[src/rtl/dram_refresh_sched.sv]
module dram_refresh_sched #(
  parameter int ROW_BITS      = 9,
  parameter int CLK_KHZ       = 250000,
  parameter int RETENTION_MS  = 8,
  parameter int INTERVAL_CLKS = CLK_KHZ * RETENTION_MS / (2 ** ROW_BITS),
  parameter int RC_CLKS       = 28,
  parameter int RP_CLKS       = 10,
  parameter int CSR_CLKS      = 3,
  parameter int OWED_MAX      = 8,
  parameter bit CBR_MODE      = 1'b1
) (
  input  logic                clk,
  input  logic                rst_n,
  input  logic                ref_gnt,
  output logic                ref_req,
  output logic                refresh_busy,
  output logic                ras_n,
  output logic                cas_l_n,
  output logic                cas_h_n,
  output logic [ROW_BITS-1:0] addr,
  output logic                addr_oe
);
  localparam int LEAD_CLKS = CBR_MODE ? CSR_CLKS : 1;
  localparam int RAS_RAW   = RC_CLKS - RP_CLKS - LEAD_CLKS;
  localparam int RAS_CLKS  = (RAS_RAW < 1) ? 1 : RAS_RAW;
  localparam int TW        = $clog2(INTERVAL_CLKS + 1);
  localparam int OW        = $clog2(OWED_MAX + 1);
  localparam int PW        = $clog2(RC_CLKS + RAS_CLKS + CSR_CLKS + 1);

  typedef enum logic [1:0] {IDLE, LEAD, ACTIVE, PRE} phase_t;

  phase_t              phase_q;
  logic [PW-1:0]       cnt_q;
  logic [TW-1:0]       tmr_q;
  logic [OW-1:0]       owed_q;
  logic [ROW_BITS-1:0] row_q;

  wire tick  = (tmr_q == '0);
  wire serve = ref_req && ref_gnt;
  wire last  = (cnt_q == '0);

  always_ff @(posedge clk) begin
    if (!rst_n)    tmr_q <= TW'(INTERVAL_CLKS - 1);
    else if (tick) tmr_q <= TW'(INTERVAL_CLKS - 1);
    else           tmr_q <= tmr_q - 1'b1;
  end

  always_ff @(posedge clk) begin
    if (!rst_n)
      owed_q <= '0;
    else if (tick && !serve && owed_q != OW'(OWED_MAX))
      owed_q <= owed_q + 1'b1;
    else if (serve && !tick)
      owed_q <= owed_q - 1'b1;
  end

  always_ff @(posedge clk) begin
    if (!rst_n) begin
      phase_q <= IDLE;
      cnt_q   <= '0;
      row_q   <= '0;
    end else begin
      case (phase_q)
        IDLE:   if (serve) begin
                  phase_q <= LEAD;
                  cnt_q   <= PW'(LEAD_CLKS - 1);
                end
        LEAD:   if (last) begin
                  phase_q <= ACTIVE;
                  cnt_q   <= PW'(RAS_CLKS - 1);
                end else cnt_q <= cnt_q - 1'b1;
        ACTIVE: if (last) begin
                  phase_q <= PRE;
                  cnt_q   <= PW'(RP_CLKS - 1);
                  if (!CBR_MODE) row_q <= row_q + 1'b1;
                end else cnt_q <= cnt_q - 1'b1;
        default: if (last) phase_q <= IDLE;
                 else cnt_q <= cnt_q - 1'b1;
      endcase
    end
  end

  assign ref_req      = (owed_q != '0) && (phase_q == IDLE);
  assign refresh_busy = (phase_q != IDLE);
  assign ras_n        = (phase_q != ACTIVE);
  assign cas_l_n      = !(CBR_MODE && (phase_q == LEAD || phase_q == ACTIVE));
  assign cas_h_n      = cas_l_n;
  assign addr_oe      = !CBR_MODE && (phase_q == LEAD || phase_q == ACTIVE);
  assign addr         = addr_oe ? row_q : '0;
endmodule


[config.mk]
export PLATFORM = sky130hd
export DESIGN_NAME = dram_refresh_sched
export DESIGN_NICKNAME = d
export VERILOG_FILES = /design/src/rtl/dram_refresh_sched.sv
export SDC_FILE = /design/constraint.sdc
export NUM_CORES = 1
export LEC_CHECK = 0
export BUFFER_PORTS_ARGS = -buffer_cell sky130_fd_sc_hd__buf_2
export CAP_MARGIN = 10
export CORE_ASPECT_RATIO = 1.4
export CORE_MARGIN = 4
export CORE_UTILIZATION = 35
export CTS_CLUSTER_DIAMETER = 200
export DETAILED_ROUTE_END_ITERATION = 6
export PLACE_DENSITY_LB_ADDON = 0.12
export SYNTH_ARGS = -nofsm -noshare
export SYNTH_HDL_FRONTEND = slang
export SYNTH_SLANG_ARGS = --single-unit
[constraint.sdc]
create_clock -name clk -period 2.9 [get_ports clk]
set_input_delay 0.145 -clock clk [delete_from_list [all_inputs] [get_ports clk]]
set_output_delay 0.145 -clock clk [all_outputs]
set_load 0.01 [all_outputs]
# Word level (Yosys, flattened, before mapping)
# Index checks and enable logic that the tools add are counted.
dict set report totals {
  register_bits 24
  latchBits 0
  ram_bits 0
  romBits 0
  inputBits 3
  word_cells 48
  mem_count 0
}
dict set report classes {
  add_sub_neg 4
  mul 0
  n_div 0
  n_lt_le_gt_ge 0
  eq_ne 8
  shifts 0
  n_mux 12
  bitwise 1
  n_reduce_logical 19
}
# cell n
set op_table {}
lappend op_table {{$mux W6} 4}
lappend op_table {{$pmux W6 S3} 1}
lappend op_table {{$logic_not A12 Y1} 1}
lappend op_table {{$sub A12 B1 Y12 const B} 1}
lappend op_table {{$mux W2} 4}
lappend op_table {{$mux W4} 2}
lappend op_table {{$ne A2 B2 Y1 const B} 4}
lappend op_table {{$logic_not A6 Y1} 1}
lappend op_table {{$pmux W2 S3} 1}
lappend op_table {{$reduce_bool A2 Y1} 3}
lappend op_table {{$sub A6 B1 Y6 const B} 1}
lappend op_table {{$logic_and A1 B1 Y1} 5}
lappend op_table {{$add A4 B1 Y4 const B} 1}
lappend op_table {{$ne A4 B1 Y1 const B} 1}
lappend op_table {{$ne A4 B4 Y1 const B} 1}
lappend op_table {{$reduce_and A4 Y1} 1}
lappend op_table {{$reduce_bool A4 Y1} 1}
lappend op_table {{$sub A4 B1 Y4 const B} 1}
lappend op_table {{$logic_not A1 Y1} 3}
lappend op_table {{$eq A2 B1 Y1 const B} 1}
lappend op_table {{$eq A2 B2 Y1 const B} 1}
lappend op_table {{$logic_not A2 Y1} 1}
lappend op_table {{$reduce_and A2 Y1} 1}
lappend op_table {{$reduce_or A2 Y1} 1}
lappend op_table {{other kinds (2)} 2}

# Depth between registers and ports, before layout
dict set report logic_depth {
  word_depth 7
  mapped_depth 11
  ltp_nobuf 11
}

# Least setup slack after synthesis
# OpenSTA, ideal clock, no wires.
dict set report synth_timing {
  path_type {reg-to-reg}
  from {register tmr_q[0]}
  to {register owed_q[3]}
  setup_ns 0.122
  t_arrival_ns 2.143
  required_time_ns 2.778
  slack_ns 0.635
  path_stages_with_launch 12
  period_less_slack_ns 2.265
  path_cell_list {dfxtp_1 > inv_1 > ha_1 > nor4b_4 > nand4_4 > nand2b_1 > ha_1 > a21o_1 > a21oi_1 > and3_1 > o21ai_1 > o311a_1}
}
dict set report synth_via {
  elab_chain_len 4
  word_cells_on_any_way 7
  classes_between {1 x mux; 6 x reduce/logical}
}
# element line_no
set synth_lines {}
lappend synth_lines {{start: declaration} 34} ;# logic [TW-1:0] tmr_q;
lappend synth_lines {{start signal: assignment} 43} ;# if (!rst_n) tmr_q <= TW'(INTERVAL_CLKS - 1);
lappend synth_lines {{start signal: assignment} 44} ;# else if (tick) tmr_q <= TW'(INTERVAL_CLKS - 1);
lappend synth_lines {{start signal: assignment} 45} ;# else tmr_q <= tmr_q - 1'b1;
lappend synth_lines {{$logic_not A12 Y1 (*)} 38} ;# wire tick = (tmr_q == '0);
lappend synth_lines {{$logic_and A1 B1 Y1 / $logic_not A1 Y1 (equally long branches)} {51, 53}}
lappend synth_lines {{$logic_and A1 B1 Y1 (on tied branches)} {51, 53}}
lappend synth_lines {{$mux W4 / $reduce_bool A2 Y1 (equally long branches)} --}
lappend synth_lines {{end signal: assignment} 52} ;# owed_q <= owed_q + 1'b1;
lappend synth_lines {{end signal: assignment} 54} ;# owed_q <= owed_q - 1'b1;
lappend synth_lines {{end: declaration} 35} ;# logic [OW-1:0] owed_q;
# Mark *: on every way between the ends. The rest lies on a longest branch, timed or not.
# A chain may end at the register's enable or synchronous reset.

# Final worst setup path
# Ends and elaborated chain as after synthesis.

==> flow_metrics.env <==
export IMPL_status="finished clean"
export IMPL_cts_buffer_depth=2
export IMPL_synth_seq_cells=24
export IMPL_yosys_area_top_type="dfxtp_1"
export IMPL_syn_area_per_cell_sq_um=8.680
export IMPL_post_route_period_util_pct=83.35
export IMPL_worst_slew_pin_slew_ns=0.5646
export IMPL_rsz0062_at_grt="false"
export IMPL_fill_cells=462
export IMPL_maxCapViolations=0
export IMPL_finalSetupViolCount=0
export IMPL_design_area_sq_um=1645
export IMPL_worstReg2RegEnd="owed_q[3]"
export IMPL_grt_max_degree=22
export IMPL_postCtsSetupRepairBufs=0
export IMPL_ys_top_cells_by_area="dfxtp_1 (31%), ha_1 (7.4%), buf_4 (5.4%)"
export IMPL_totalPowerFinal_mw=1.424
export IMPL_synthDistinctLibCells=47
export IMPL_drt_iter0_drc=28
export IMPL_via_per_inst=4.896
export IMPL_p_clk_share_pct=20.5
export IMPL_yosysTopAreaCellShare_pct=31.45
export IMPL_port_buffers=7
export IMPL_cp_required_ns=3.06
export IMPL_final_antenna_net_count=0
export IMPL_die_area_sq_um=5501
export IMPL_cts_tree="done"
export IMPL_grt_remaining_overflow=0
export IMPL_numCtsBuffers=3
export IMPL_hold_class="input port to flop"
export IMPL_place_hpwl_mm=2.230
export IMPL_path_class="flop to flop"
export IMPL_ioPinCount=18
export IMPL_diodes=0
export IMPL_ys_seq_area_share_pct=31.45
export IMPL_leakagePower_nw=0.6439
export IMPL_p_sw_mw=0.5805
export IMPL_crit_start="tmr_q[0]"
export IMPL_clkTransAtPathRegs_ns=0.09
export IMPL_cp_arrival_ns=2.58
export IMPL_hold_viol=0
export IMPL_drive_above_1_share_pct=15.47
export IMPL_num_rows=28
export IMPL_areaGrowthSynthToFinish_pct=7.699
export IMPL_drcViolationCount=0
export IMPL_clk_latency_ns=0.26
export IMPL_gp_congestion=0.7479
export IMPL_clockRootBuffer="clkbuf_8"
export IMPL_slew_viol_final=0
export IMPL_p_per_area_nw_per_um2=865.4
export IMPL_cts_resized_gates=0
export IMPL_dr_pass1_iters=4
export IMPL_yosysMostFrequentCell="dfxtp_1"
export IMPL_combPwrFrac_pct=46.7
export IMPL_antenna_found_initial=0
export IMPL_fmax_mhz=413.7
export IMPL_fin_skew_ns=0.005949
export IMPL_async_flop_share_pct=0
export IMPL_critPathMaxFanout=7
export IMPL_wl_per_cell_um=11.85
export IMPL_preCtsSetupSlack_ns=0.4927
export IMPL_start_util_pct=36.04
export IMPL_r2r_cells=11
export IMPL_rr_startpoint="tmr_q[0]"
export IMPL_grt_use_total_pct=11.30
export IMPL_ys_flop_type="dfxtp_1"
export IMPL_dpl_cell_area_sq_um=1574
export IMPL_cts_sinks=24
export IMPL_yosysWarningCount=0
export IMPL_holdWs_ns=0.3023
export IMPL_seqPwrFrac_pct=32.8
export IMPL_reg2reg_setup_slack_ns=0.48
export IMPL_relSlewSlack_pct=62.07
export IMPL_start_kind="flop"
export IMPL_fin_crit_ns=2.417
export IMPL_ir_drop_uv=332.3
export IMPL_routed_wirelength_mm=2.856
export IMPL_endpoint_kind="flop"
export IMPL_syn_area_sq_um=1528
export IMPL_vias=1180
export IMPL_holdPathStages=3
export IMPL_die_w_um=63.84
export IMPL_cts_max_level=1
export IMPL_die_y_um=86.17
export IMPL_synth_enable_flop_cells=0
export IMPL_final_setup_worst_slack_ns=0.4829
export IMPL_grt_first_pass_wirelength_mm=5.106
export IMPL_synth_commonest_cells="dfxtp_1 (24), nand2_1 (17), nor2_1 (17)"
export IMPL_fp_coreArea_sq_um=4239
export IMPL_intPower_mw=0.8433
export IMPL_p_sw_share_pct=40.77
export IMPL_fin_nets=195
export IMPL_setup_tns_ns=0
export IMPL_cp_endpoint="owed_q[3]"
export IMPL_holdBufCountCts=0
export IMPL_synth_cells=176
export IMPL_grt_pass1_vias=1220
per-stage QoR:
| step | std cells | util (%) |
|---|---|---|
| final | 241 | 38.81 |
| after global placement | 237 | 37.13 |
| after floorplan | 185 | - |
| after detailed placement | 237 | 37.13 |
| after global routing | 241 | 38.81 |
| after CTS | 241 | 38.81 |
power by group through the flow:
stage          sequential [mW]  combinational (mW)  clock, mW
2_1_floorplan            0.457               0.548          0
3_3_place_gp             0.472               0.665          0
3_5_place_dp             0.475               0.673          0
4_1_cts                  0.467               0.675      0.304
5_1_grt                  0.479               0.762      0.324
6_report                 0.467               0.665      0.291
sequential cells by signal (all words and copies together) (netlist names):
signal	flops
owed_q	4
tmr_q	12
cnt_q	6
phase_q	2
cell usage in the layout, fill, tap and decap left out, drive strengths merged, types with 7 or more instances in the layout:
cell,count
dfxtp,24
nor2,17
nand2,17
o21ai,11
conb,10
inv,10
a21oi,10
ha,9
nand3,7
xnor2,7
buf,7
nor3,7
critical path, stage by stage, from the launching register on:
cell and delay, ns:
dfxtp_1 0.34, inv_1 0.09, ha_1 0.15, nor4b_4 0.23, nand4_4 0.19, nand2b_1 0.24
ha_1 0.29, a21o_1 0.17, a21oi_1 0.21, and3_1 0.21, o21ai_1 0.07, o311a_1 0.13
kinds of logic (layout without fill, tap and decap cells):
kind of cell / Yosys count / in the layout / share of synthesized area, %
simple gates: 69 / 69 / 26.86
compound gates: 35 / 35 / 16.13
buf+inv: 25 / 21 / 8.845
flops: 24 / 24 / 31.45
xor+xnor: 11 / 11 / 6.306
fa+ha+maj: 10 / 10 / 8.682
other cells: 1 / 10 / 0.2455
mux: 1 / 1 / 1.474
layout make-up:
type | instances | area, sq um | share of cell area, %
inverters | 10 | 37.54 | 2.281
multi-input cells | 136 | 945.9 | 57.49
flip-flops and latches | 24 | 480.5 | 29.20
clock inverters | 1 | 30.03 | 1.825
well taps | 60 | 75.07 | 4.563
repair buffers | 7 | 35.03 | 2.129
clock buffers | 3 | 41.29 | 2.510
per-layer routing:
metal | vias up | part of all wire (%) | global-route usage (%)
li1 | 607 | - | -
met1 | 564 | 44 | 12.39
met2 | 7 | 54 | 21.64
met3 | 2 | 1.9 | 1.556
met4 | 0 | 0.88 | 4.126
met5 | - | 0 | 0
worst min-delay path by stage:
stage	from	endpoint
after floorplan	tmr_q[0]	tmr_q[0]
after global placement	tmr_q[0]	tmr_q[0]
after detailed placement	tmr_q[0]	tmr_q[0]
after CTS	rst_n	owed_q[2]
after global routing	rst_n	owed_q[3]
final	rst_n	owed_q[2]
Note: power is estimated with default switching activity, not from simulation.
